**src/rtl/baudgen_pkg.sv**
```systemverilog
// Package: shared offsets and decode target type for the banked baud generator.
// Assumes an 8-bit register window and a divisor made of exactly two bytes.
package baudgen_pkg;

    // Register offsets that neighbouring logic decodes; their positions are fixed.
    localparam int unsigned OFS_LOW_BANK  = 0;
    localparam int unsigned OFS_HIGH_BANK = 1;
    localparam int unsigned OFS_LINE_CTRL = 3;

    // Number of bytes that make up the divisor.
    localparam int unsigned DIV_BYTES = 2;

    // Resolved meaning of one register access.
    typedef enum logic [2:0] {
        TGT_NONE   = 3'd0,
        TGT_DIV_LO = 3'd1,
        TGT_DIV_HI = 3'd2,
        TGT_LINE   = 3'd3,
        TGT_BUF    = 3'd4,
        TGT_IER    = 3'd5
    } target_e;

endpackage

```
**src/rtl/baudgen_decode.sv**
```systemverilog
// Module: baudgen_decode
// Resolves an offset plus the bank bit into one access target, and drives
// the pass-through select lines for the data buffer and interrupt enable.
// Assumes at most one register access per cycle.
module baudgen_decode
    import baudgen_pkg::*;
#(
    parameter int unsigned ADDR_W = 3
) (
    input  logic [ADDR_W-1:0] addr,
    input  logic              wr_en,
    input  logic              rd_en,
    input  logic              bank_sel,
    output target_e           target,
    output logic              sel_data_buf,
    output logic              sel_int_en
);

    localparam logic [ADDR_W-1:0] A_LOW  = ADDR_W'(OFS_LOW_BANK);
    localparam logic [ADDR_W-1:0] A_HIGH = ADDR_W'(OFS_HIGH_BANK);
    localparam logic [ADDR_W-1:0] A_LINE = ADDR_W'(OFS_LINE_CTRL);

    logic access;

    // Purpose: flag any access, read or write, in this cycle.
    assign access = wr_en | rd_en;

    // Purpose: map the offset and the bank bit to a target.
    always_comb begin
        target = TGT_NONE;
        if (addr == A_LOW) begin
            target = bank_sel ? TGT_DIV_LO : TGT_BUF;
        end else if (addr == A_HIGH) begin
            target = bank_sel ? TGT_DIV_HI : TGT_IER;
        end else if (addr == A_LINE) begin
            target = TGT_LINE;
        end
    end

    // Purpose: raise the pass-through selects only while an access is active.
    always_comb begin
        sel_data_buf = access && (target == TGT_BUF);
        sel_int_en   = access && (target == TGT_IER);
    end

endmodule

```
**src/rtl/baudgen_regs.sv**
```systemverilog
// Module: baudgen_regs
// Holds the line-control word and the divisor bytes. It also exposes the
// divisor value that applies after this edge, plus a load pulse, so that
// the counter can restart with the new value in the same edge.
// Assumes that target is already gated by the offset decode.
module baudgen_regs
    import baudgen_pkg::*;
#(
    parameter int unsigned DATA_W = 8,
    localparam int unsigned DIV_W = DIV_BYTES * DATA_W
) (
    input  logic              clk,
    input  logic              rst_n,
    input  logic              wr_en,
    input  target_e           target,
    input  logic [DATA_W-1:0] wdata,
    output logic [DATA_W-1:0] lcr_q,
    output logic [DIV_W-1:0]  div_q,
    output logic [DIV_W-1:0]  div_next,
    output logic              div_load
);

    logic [DIV_BYTES-1:0] byte_we;

    // Purpose: store the line-control word; it clears on reset.
    always_ff @(posedge clk) begin
        if (!rst_n) begin
            lcr_q <= '0;
        end else if (wr_en && (target == TGT_LINE)) begin
            lcr_q <= wdata;
        end
    end

    for (genvar gi = 0; gi < DIV_BYTES; gi++) begin : g_div_byte
        localparam target_e HIT = (gi == 0) ? TGT_DIV_LO : TGT_DIV_HI;

        // Purpose: write enable for this divisor byte.
        assign byte_we[gi] = wr_en && (target == HIT);

        // Purpose: value of this byte after the current edge.
        assign div_next[gi*DATA_W +: DATA_W] =
            byte_we[gi] ? wdata : div_q[gi*DATA_W +: DATA_W];

        // Purpose: store this divisor byte; it clears on reset.
        always_ff @(posedge clk) begin
            if (!rst_n) begin
                div_q[gi*DATA_W +: DATA_W] <= '0;
            end else if (byte_we[gi]) begin
                div_q[gi*DATA_W +: DATA_W] <= wdata;
            end
        end
    end

    // Purpose: a write to any divisor byte restarts the count.
    assign div_load = |byte_we;

endmodule

```
**src/rtl/baudgen_counter.sv**
```systemverilog
// Module: baudgen_counter
// Down-counter that divides the clock by the divisor and gives a registered
// one-cycle tick each time it wraps. A load restarts it from the new value.
// Assumes that div_next equals div_q whenever div_load is low.
module baudgen_counter #(
    parameter int unsigned DIV_W = 16
) (
    input  logic             clk,
    input  logic             rst_n,
    input  logic [DIV_W-1:0] div_q,
    input  logic [DIV_W-1:0] div_next,
    input  logic             div_load,
    output logic             tick
);

    localparam logic [DIV_W-1:0] ONE = DIV_W'(1);

    logic [DIV_W-1:0] cnt_q;

    // Purpose: count down, reload on a wrap or a divisor write, and pulse the tick.
    always_ff @(posedge clk) begin
        if (!rst_n) begin
            cnt_q <= '0;
            tick  <= 1'b0;
        end else if (div_load) begin
            cnt_q <= (div_next == '0) ? '0 : div_next - ONE;
            tick  <= 1'b0;
        end else if (div_q == '0) begin
            cnt_q <= '0;
            tick  <= 1'b0;
        end else if (cnt_q == '0) begin
            cnt_q <= div_q - ONE;
            tick  <= 1'b1;
        end else begin
            cnt_q <= cnt_q - ONE;
            tick  <= 1'b0;
        end
    end

endmodule

```
**src/rtl/baud_divisor_bank.sv**
```systemverilog
// Module: baud_divisor_bank (top)
// Register window for a baud-rate generator whose divisor shares offsets
// with the data buffer and interrupt enable, banked by line-control bit 7.
// Assumes a single-cycle access protocol and a synchronous active-low reset.
module baud_divisor_bank
    import baudgen_pkg::*;
#(
    parameter int unsigned ADDR_W = 3,
    parameter int unsigned DATA_W = 8,
    localparam int unsigned DIV_W = DIV_BYTES * DATA_W
) (
    input  logic              clk,
    input  logic              rst_n,
    input  logic [ADDR_W-1:0] addr,
    input  logic              wr_en,
    input  logic              rd_en,
    input  logic [DATA_W-1:0] wdata,
    output logic [DATA_W-1:0] rdata,
    output logic              tick,
    output logic              sel_data_buf,
    output logic              sel_int_en
);

    target_e          target;
    logic [DATA_W-1:0] lcr_q;
    logic [DIV_W-1:0]  div_q;
    logic [DIV_W-1:0]  div_next;
    logic              div_load;
    logic              bank_sel;

    // Purpose: the top bit of the line-control word selects the divisor bank.
    assign bank_sel = lcr_q[DATA_W-1];

    baudgen_decode #(.ADDR_W(ADDR_W)) decode_i (
        .addr         (addr),
        .wr_en        (wr_en),
        .rd_en        (rd_en),
        .bank_sel     (bank_sel),
        .target       (target),
        .sel_data_buf (sel_data_buf),
        .sel_int_en   (sel_int_en)
    );

    baudgen_regs #(.DATA_W(DATA_W)) regs_i (
        .clk      (clk),
        .rst_n    (rst_n),
        .wr_en    (wr_en),
        .target   (target),
        .wdata    (wdata),
        .lcr_q    (lcr_q),
        .div_q    (div_q),
        .div_next (div_next),
        .div_load (div_load)
    );

    baudgen_counter #(.DIV_W(DIV_W)) counter_i (
        .clk      (clk),
        .rst_n    (rst_n),
        .div_q    (div_q),
        .div_next (div_next),
        .div_load (div_load),
        .tick     (tick)
    );

    // Purpose: return data for the registers held here, and 0 otherwise.
    always_comb begin
        rdata = '0;
        if (rd_en) begin
            case (target)
                TGT_DIV_LO: rdata = div_q[DATA_W-1:0];
                TGT_DIV_HI: rdata = div_q[DIV_W-1:DATA_W];
                TGT_LINE:   rdata = lcr_q;
                default:    rdata = '0;
            endcase
        end
    end

endmodule

```
**config.mk**
```make
export PLATFORM = sky130hd
export DESIGN_NAME = baud_divisor_bank
export DESIGN_NICKNAME = d
export VERILOG_FILES = /design/src/rtl/baudgen_pkg.sv /design/src/rtl/baudgen_decode.sv /design/src/rtl/baudgen_regs.sv /design/src/rtl/baudgen_counter.sv /design/src/rtl/baud_divisor_bank.sv
export SDC_FILE = /design/constraint.sdc
export NUM_CORES = 1
export LEC_CHECK = 0
export ABC_CLOCK_PERIOD_IN_PS = 3000
export BUFFER_PORTS_ARGS = -buffer_cell sky130_fd_sc_hd__buf_2
export CAP_MARGIN = 15
export CELL_PAD_IN_SITES_DETAIL_PLACEMENT = 1
export CELL_PAD_IN_SITES_GLOBAL_PLACEMENT = 2
export CORE_MARGIN = 2
export CORE_UTILIZATION = 33
export DETAILED_ROUTE_END_ITERATION = 10
export PLACE_DENSITY_LB_ADDON = 0.25
export SETUP_SLACK_MARGIN = 0.2
export SLEW_MARGIN = 0
export SYNTH_ARGS = -nofsm -noshare
export SYNTH_HDL_FRONTEND = slang
export SYNTH_SLANG_ARGS = --single-unit
```
**constraint.sdc**
```tcl
create_clock -name clk -period 3 [get_ports clk]
set_input_delay 0.75 -clock clk [delete_from_list [all_inputs] [get_ports clk]]
set_output_delay 0.75 -clock clk [all_outputs]
set_load 0.05 [all_outputs]
```
## Yosys cells after proc, flatten, opt, wreduce, memory -nomap -nowiden

Index checks and enable logic that the tools add are counted.

| storage, ports and cells | value |
|---|---|
| register bits | 41 |
| input port bits | 15 |
| output and inout bits | 11 |
| logic and storage cells | 42 |

| cells by class | value |
|---|---|
| add/subtract/negate cells | 3 |
| equal/unequal tests | 7 |
| mux-type cells | 14 |
| bitwise operators | 2 |
| reduce and logical (&&, ||, !) cells | 11 |

Operators by type and width:

| kind | number |
|---|---|
| $mux W16 | 4 |
| $logic_not A16 Y1 | 3 |
| $sub A16 B1 Y16 const B | 3 |
| $mux W8 | 3 |
| $pmux W8 S3 | 1 |
| $mux W3 | 4 |
| $eq A3 B2 Y1 const B | 3 |
| $eq A3 B1 Y1 const B | 2 |
| $eq A3 B3 Y1 const B | 2 |
| $logic_and A1 B1 Y1 | 5 |
| $reduce_or A4 Y1 | 1 |
| $logic_not A3 Y1 | 1 |
| $mux W2 | 1 |
| $reduce_or A2 Y1 | 1 |
| $mux W1 | 1 |
| $not A1 Y1 | 1 |
| $or A1 B1 Y1 | 1 |

## Longest topological paths before layout

| logic depth | value |
|---|---|
| depth in word-level cells | 10 |
| gate-level depth with buffers | 14 |

## Cells and area by module

From an unflattened synthesis, not the netlist that was laid out.

| unflattened totals | value |
|---|---|
| cell total of the unflattened synthesis | 328 |
| area total of the unflattened synthesis | 2881.5 um^2 |

Modules (own cells, without submodules):

| module | instances | cells each | area an instance (um^2) |
|---|---|---|---|
| baudgen_counter | 1 | 180 | 1432.6 |
| baudgen_regs | 1 | 108 | 1147.4 |
| baud_divisor_bank | 1 | 30 | 239.0 |
| baudgen_decode | 1 | 10 | 62.6 |

## Least setup slack after synthesis

OpenSTA, ideal clock, no wires.

| timing | value |
|---|---|
| path kind | input-to-output |
| from | input port addr[0] |
| to | output port rdata[7] |
| data arrival time | 3.899 ns |
| data required time | 2.250 ns |
| setup slack | -1.649 ns |
| stages | 5 |
| cells stage by stage | clkbuf_1 -> and2_1 -> buf_2 -> o21ai_1 -> a2111oi_0 |

| between the ends | value |
|---|---|
| word-level cells in the longest chain between the ends | 7 |
| elaborated cells on any way between the ends | 11 |
| those cells by class | eq/ne (5); mux (5); reduce/logical (1) |

Ends and longest elaborated chain:

| element | line | text |
|---|---|---|
| start: declaration | baud_divisor_bank.sv:14 | `input logic [ADDR_W-1:0] addr,` |
| $eq A3 B2 Y1 | baudgen_decode.sv:35 | `end else if (addr == A_LINE) begin` |
| $mux W2 | baudgen_decode.sv:35 |  |
| $mux W3 | baudgen_decode.sv:33 | `end else if (addr == A_HIGH) begin` |
| $mux W3 (*) | baudgen_decode.sv:31 | `if (addr == A_LOW) begin` |
| $eq A3 B2 Y1 / $eq A3 B1 Y1 (equally long branches) | baud_divisor_bank.sv:69 | `case (target)` |
| $pmux W8 S3 (*) | baud_divisor_bank.sv:69 |  |
| $mux W8 (*) | baud_divisor_bank.sv:68 | `if (rd_en) begin` |
| end: declaration | baud_divisor_bank.sv:18 | `output logic [DATA_W-1:0] rdata,` |

Every way passes the cells marked *; elsewhere a longest branch is shown, timed or not.

## Final worst setup path

| timing | value |
|---|---|
| from | register counter_i.cnt_q[0] |
| to | register counter_i.cnt_q[6] |

| between the ends | value |
|---|---|
| word-level cells in the longest chain between the ends | 4 |
| elaborated cells on any way between the ends | 5 |
| those cells by class | add/sub (1); mux (3); reduce/logical (1) |

Ends and longest elaborated chain:

| element | line | text |
|---|---|---|
| start: declaration | baudgen_counter.sv:18 | `logic [DIV_W-1:0] cnt_q;` |
| start signal: assignment | baudgen_counter.sv:26 | `cnt_q <= (div_next == '0) ? '0 : div_next - ONE;` |
| start signal: assignment | baudgen_counter.sv:32 | `cnt_q <= div_q - ONE;` |
| start signal: assignment | baudgen_counter.sv:35 | `cnt_q <= cnt_q - ONE;` |
| $sub A16 B1 Y16 / $logic_not A16 Y1 (equally long branches) | baudgen_counter.sv:35, baudgen_counter.sv:31 |  |
| $mux W16 (*) | baudgen_counter.sv:31 | `end else if (cnt_q == '0) begin` |
| $mux W16 (*) | baudgen_counter.sv:28 | `end else if (div_q == '0) begin` |
| $mux W16 (*) | baudgen_counter.sv:25 | `end else if (div_load) begin` |

Marks and branches as above.
A chain may end at the register's enable or synchronous reset.

==> run metrics <==
status finished clean; initial antenna violation count 0; met1 usage 30.2%; most frequent cell after synthesis nand2_1; #FFs+latches synth 41; HP Class register to register; GR Layer Usage met3 2.72%; core area 8680 um^2; Synth area leaders dfxtp_1 28%, nand2_1 5.9%, nor2_1 5.4%; pin count of the biggest net entering global routing 26; Synth Cell Area 2930 um^2; number of global-route vias before repair 3,063; Synth Net Count roughly 380; CP Class register to register; worst setup margin 222 ps; async set or reset register ratio after synthesis 0%; number of core rows 34; Place WS ~20 ps; CTS tree built; Total GRT Usage 22.2%; WP data arrival approximately 3000 ps; Finished Layout Cells slightly above 500; compound-cell area share of the yosys netlist between 20% and 30%; register area share after synthesis 28.0%; Slew @ Worst Pin 1040 ps; share of cells above drive strength 1 28.3%; Slew Limit Headroom between 30 and 40%; # fillers 1,060; CTS Buf Count 5; CP Capture Type register; vias per cell approximately 5.8; drt first pass iters 4; Mean Syn Cell Area 8.20 um^2; synth unique cells 70; CP required 3140 ps; final setup skew 10.3 ps; VDD IR-drop max 0.000173 V; pwr dens 345 nW/um^2; CP Launch Type register; met2 Use GR 37.6%; Final setup viols 0; Max FO, Critical Path 4; number of port buffers 25; Max Clk Rate ~360 MHz; # IOs 26; yosys warns 0; Synth top area share between 20% and 30%; total number of vias about 3,000; Post-Route WL 10,400 um; Ant. Diodes 0; Tcrit/Tclk final between 90 and 100%; maximum clock path buffer count 2; hold_buf cts 0; Synth Area in Simple Gates 28.2%; largest family of logic cells by synthesized area simple AND/OR/NAND/NOR gates; fin nets around 420; placed instance count about 500; final routed DRC violation total 0; hpwl dp 7870 um; RSZ-0062 raised after global routing yes; Pleak roughly 1.5 nW; Starting Density 33.8%; chip height 98.3 um; final non-filler cell area 3510 um^2; max-slew violations 0; Max H-tree Level 2; post-route ant nets 0; GRT Residual Overflow 0; GPL Wtd Cong a little over 0.8; Max-Cap Viols 0; global route hottest layer met2; Iteration-0 DRC Markers 128; Hold Vio Cnt, Final 0; predominant post-synthesis flop cell dfxtp_1; first-pass GRT wire length 17,100 um; clock sink total 41; post-synthesis mux area share 5.59%; Yosys top cell by area dfxtp_1; Die ar. 9660 um^2; Post-synth top cells 46 x nand2_1, 42 x nor2_1, 41 x dfxtp_1; clock insertion delay at the later pin of the skew report 310 ps; Die X 98.3 um; WL per Instance roughly 20 um; Clock transition at path regs 100 ps; DP Area 3310 um^2; XOR/XNOR share of the synthesized area 4.48%; Final min period between 2000 and 3000 ps; P&R area growth vs syn 19.8%; EDFF count, synth 0; total power 1.21 mW; Synth Area in Adders 1.28%; Root Buffer clkbuf_8; Synth Instances 358
[power breakdown]
group          switching (mW)  internal (mW)
combinational           0.108         0.0692
clock                   0.233          0.250
sequential            0.00552          0.546
[flip-flops by register name, summed over array words and instances, names as in the netlist]
register and count:
counter_i.cnt_q 16, counter_i.tick 1, regs_i.div_q 16, regs_i.lcr_q 8
[layout make-up]
type | instances | area (um^2) | area share [%]
Multi-Input combinational cell | 293 | 2050 | 58.5
Sequential cell | 41 | 847 | 24.1
Timing Repair Buffer | 53 | 348 | 9.90
Tap cell | 108 | 135 | 3.84
Clock buffer | 5 | 68.8 | 1.96
Clock inverter | 3 | 46.3 | 1.32
Inverter | 4 | 15.0 | 0.427
[per-layer routing]
metal	share of wire [%]	wire length (um)
met3	3.3	338
met4	1.6	163
met1	47	4920
met5	0	0
met2	48	4960
[layout by cell type, fill, tap and decap left out, drive strengths merged, types with 4 or more instances in the layout]
| cell | n |
|---|---|
| a211oi | 6 |
| a21boi | 14 |
| a21oi | 24 |
| a22oi | 7 |
| a31oi | 4 |
| buf | 51 |
| clkbuf | 7 |
| dfxtp | 41 |
| inv | 4 |
| mux2i | 14 |
| nand2 | 46 |
| nand3 | 7 |
| nor2 | 43 |
| nor2b | 12 |
| nor3 | 11 |
| nor4 | 6 |
| nor4b | 4 |
| o211ai | 4 |
| o21ai | 8 |
| o22ai | 11 |
| o311a | 4 |
| or3 | 9 |
| xnor2 | 9 |
| xor2 | 6 |
[worst max-delay path, stage by stage, from the launching register on]
cell and delay, ps:
dfxtp_4 370, nor2_1 90, nand2_1 110, nor2_2 70, a21oi_1 140, ha_2 200, or3b_4 410, or3_4 360
or3_1 320, o2bb2ai_1 150, a221oi_2 260, o22ai_1 120
[cell families after synthesis]
| kind of cell | Yosys count |
|---|---|
| AO/OA/AOI/OAI | 104 |
| XOR/XNOR | 15 |
| adder cells (fa/ha/maj) | 3 |
| buffers and inverters | 24 |
| flip-flops | 41 |
| multiplexers | 15 |
| AND/OR/NAND/NOR | 156 |
[worst paths after layout]
check	start	end	slack, ps	cells after the start
worst max-delay path	counter_i.cnt_q[0]	counter_i.cnt_q[6]	220	11
worst max register to register	counter_i.cnt_q[0]	counter_i.cnt_q[6]	220	11
worst min register to register	regs_i.lcr_q[6]	regs_i.lcr_q[6]	470	2
worst min-delay path	regs_i.lcr_q[6]	regs_i.lcr_q[6]	470	2
[timing repair]
| action | 4_1_cts | 5_1_grt |
|---|---|---|
| resized for setup | 15 | 16 |
| pin swaps | 3 | 4 |
| endpoints found under the setup margin | 12 | 12 |
| setup buffers | 2 | 0 |
[through the flow]
step	hold WS [ps]	utilization, %	setup TNS [ps]
floorplan	444	-	-426
global placement	456	38.2	0
detailed placement	463	38.2	0
CTS	477	40.1	0
global route	489	40.5	0
finish	473	40.5	0
No activity file was read; power rests on OpenSTA's default activity.
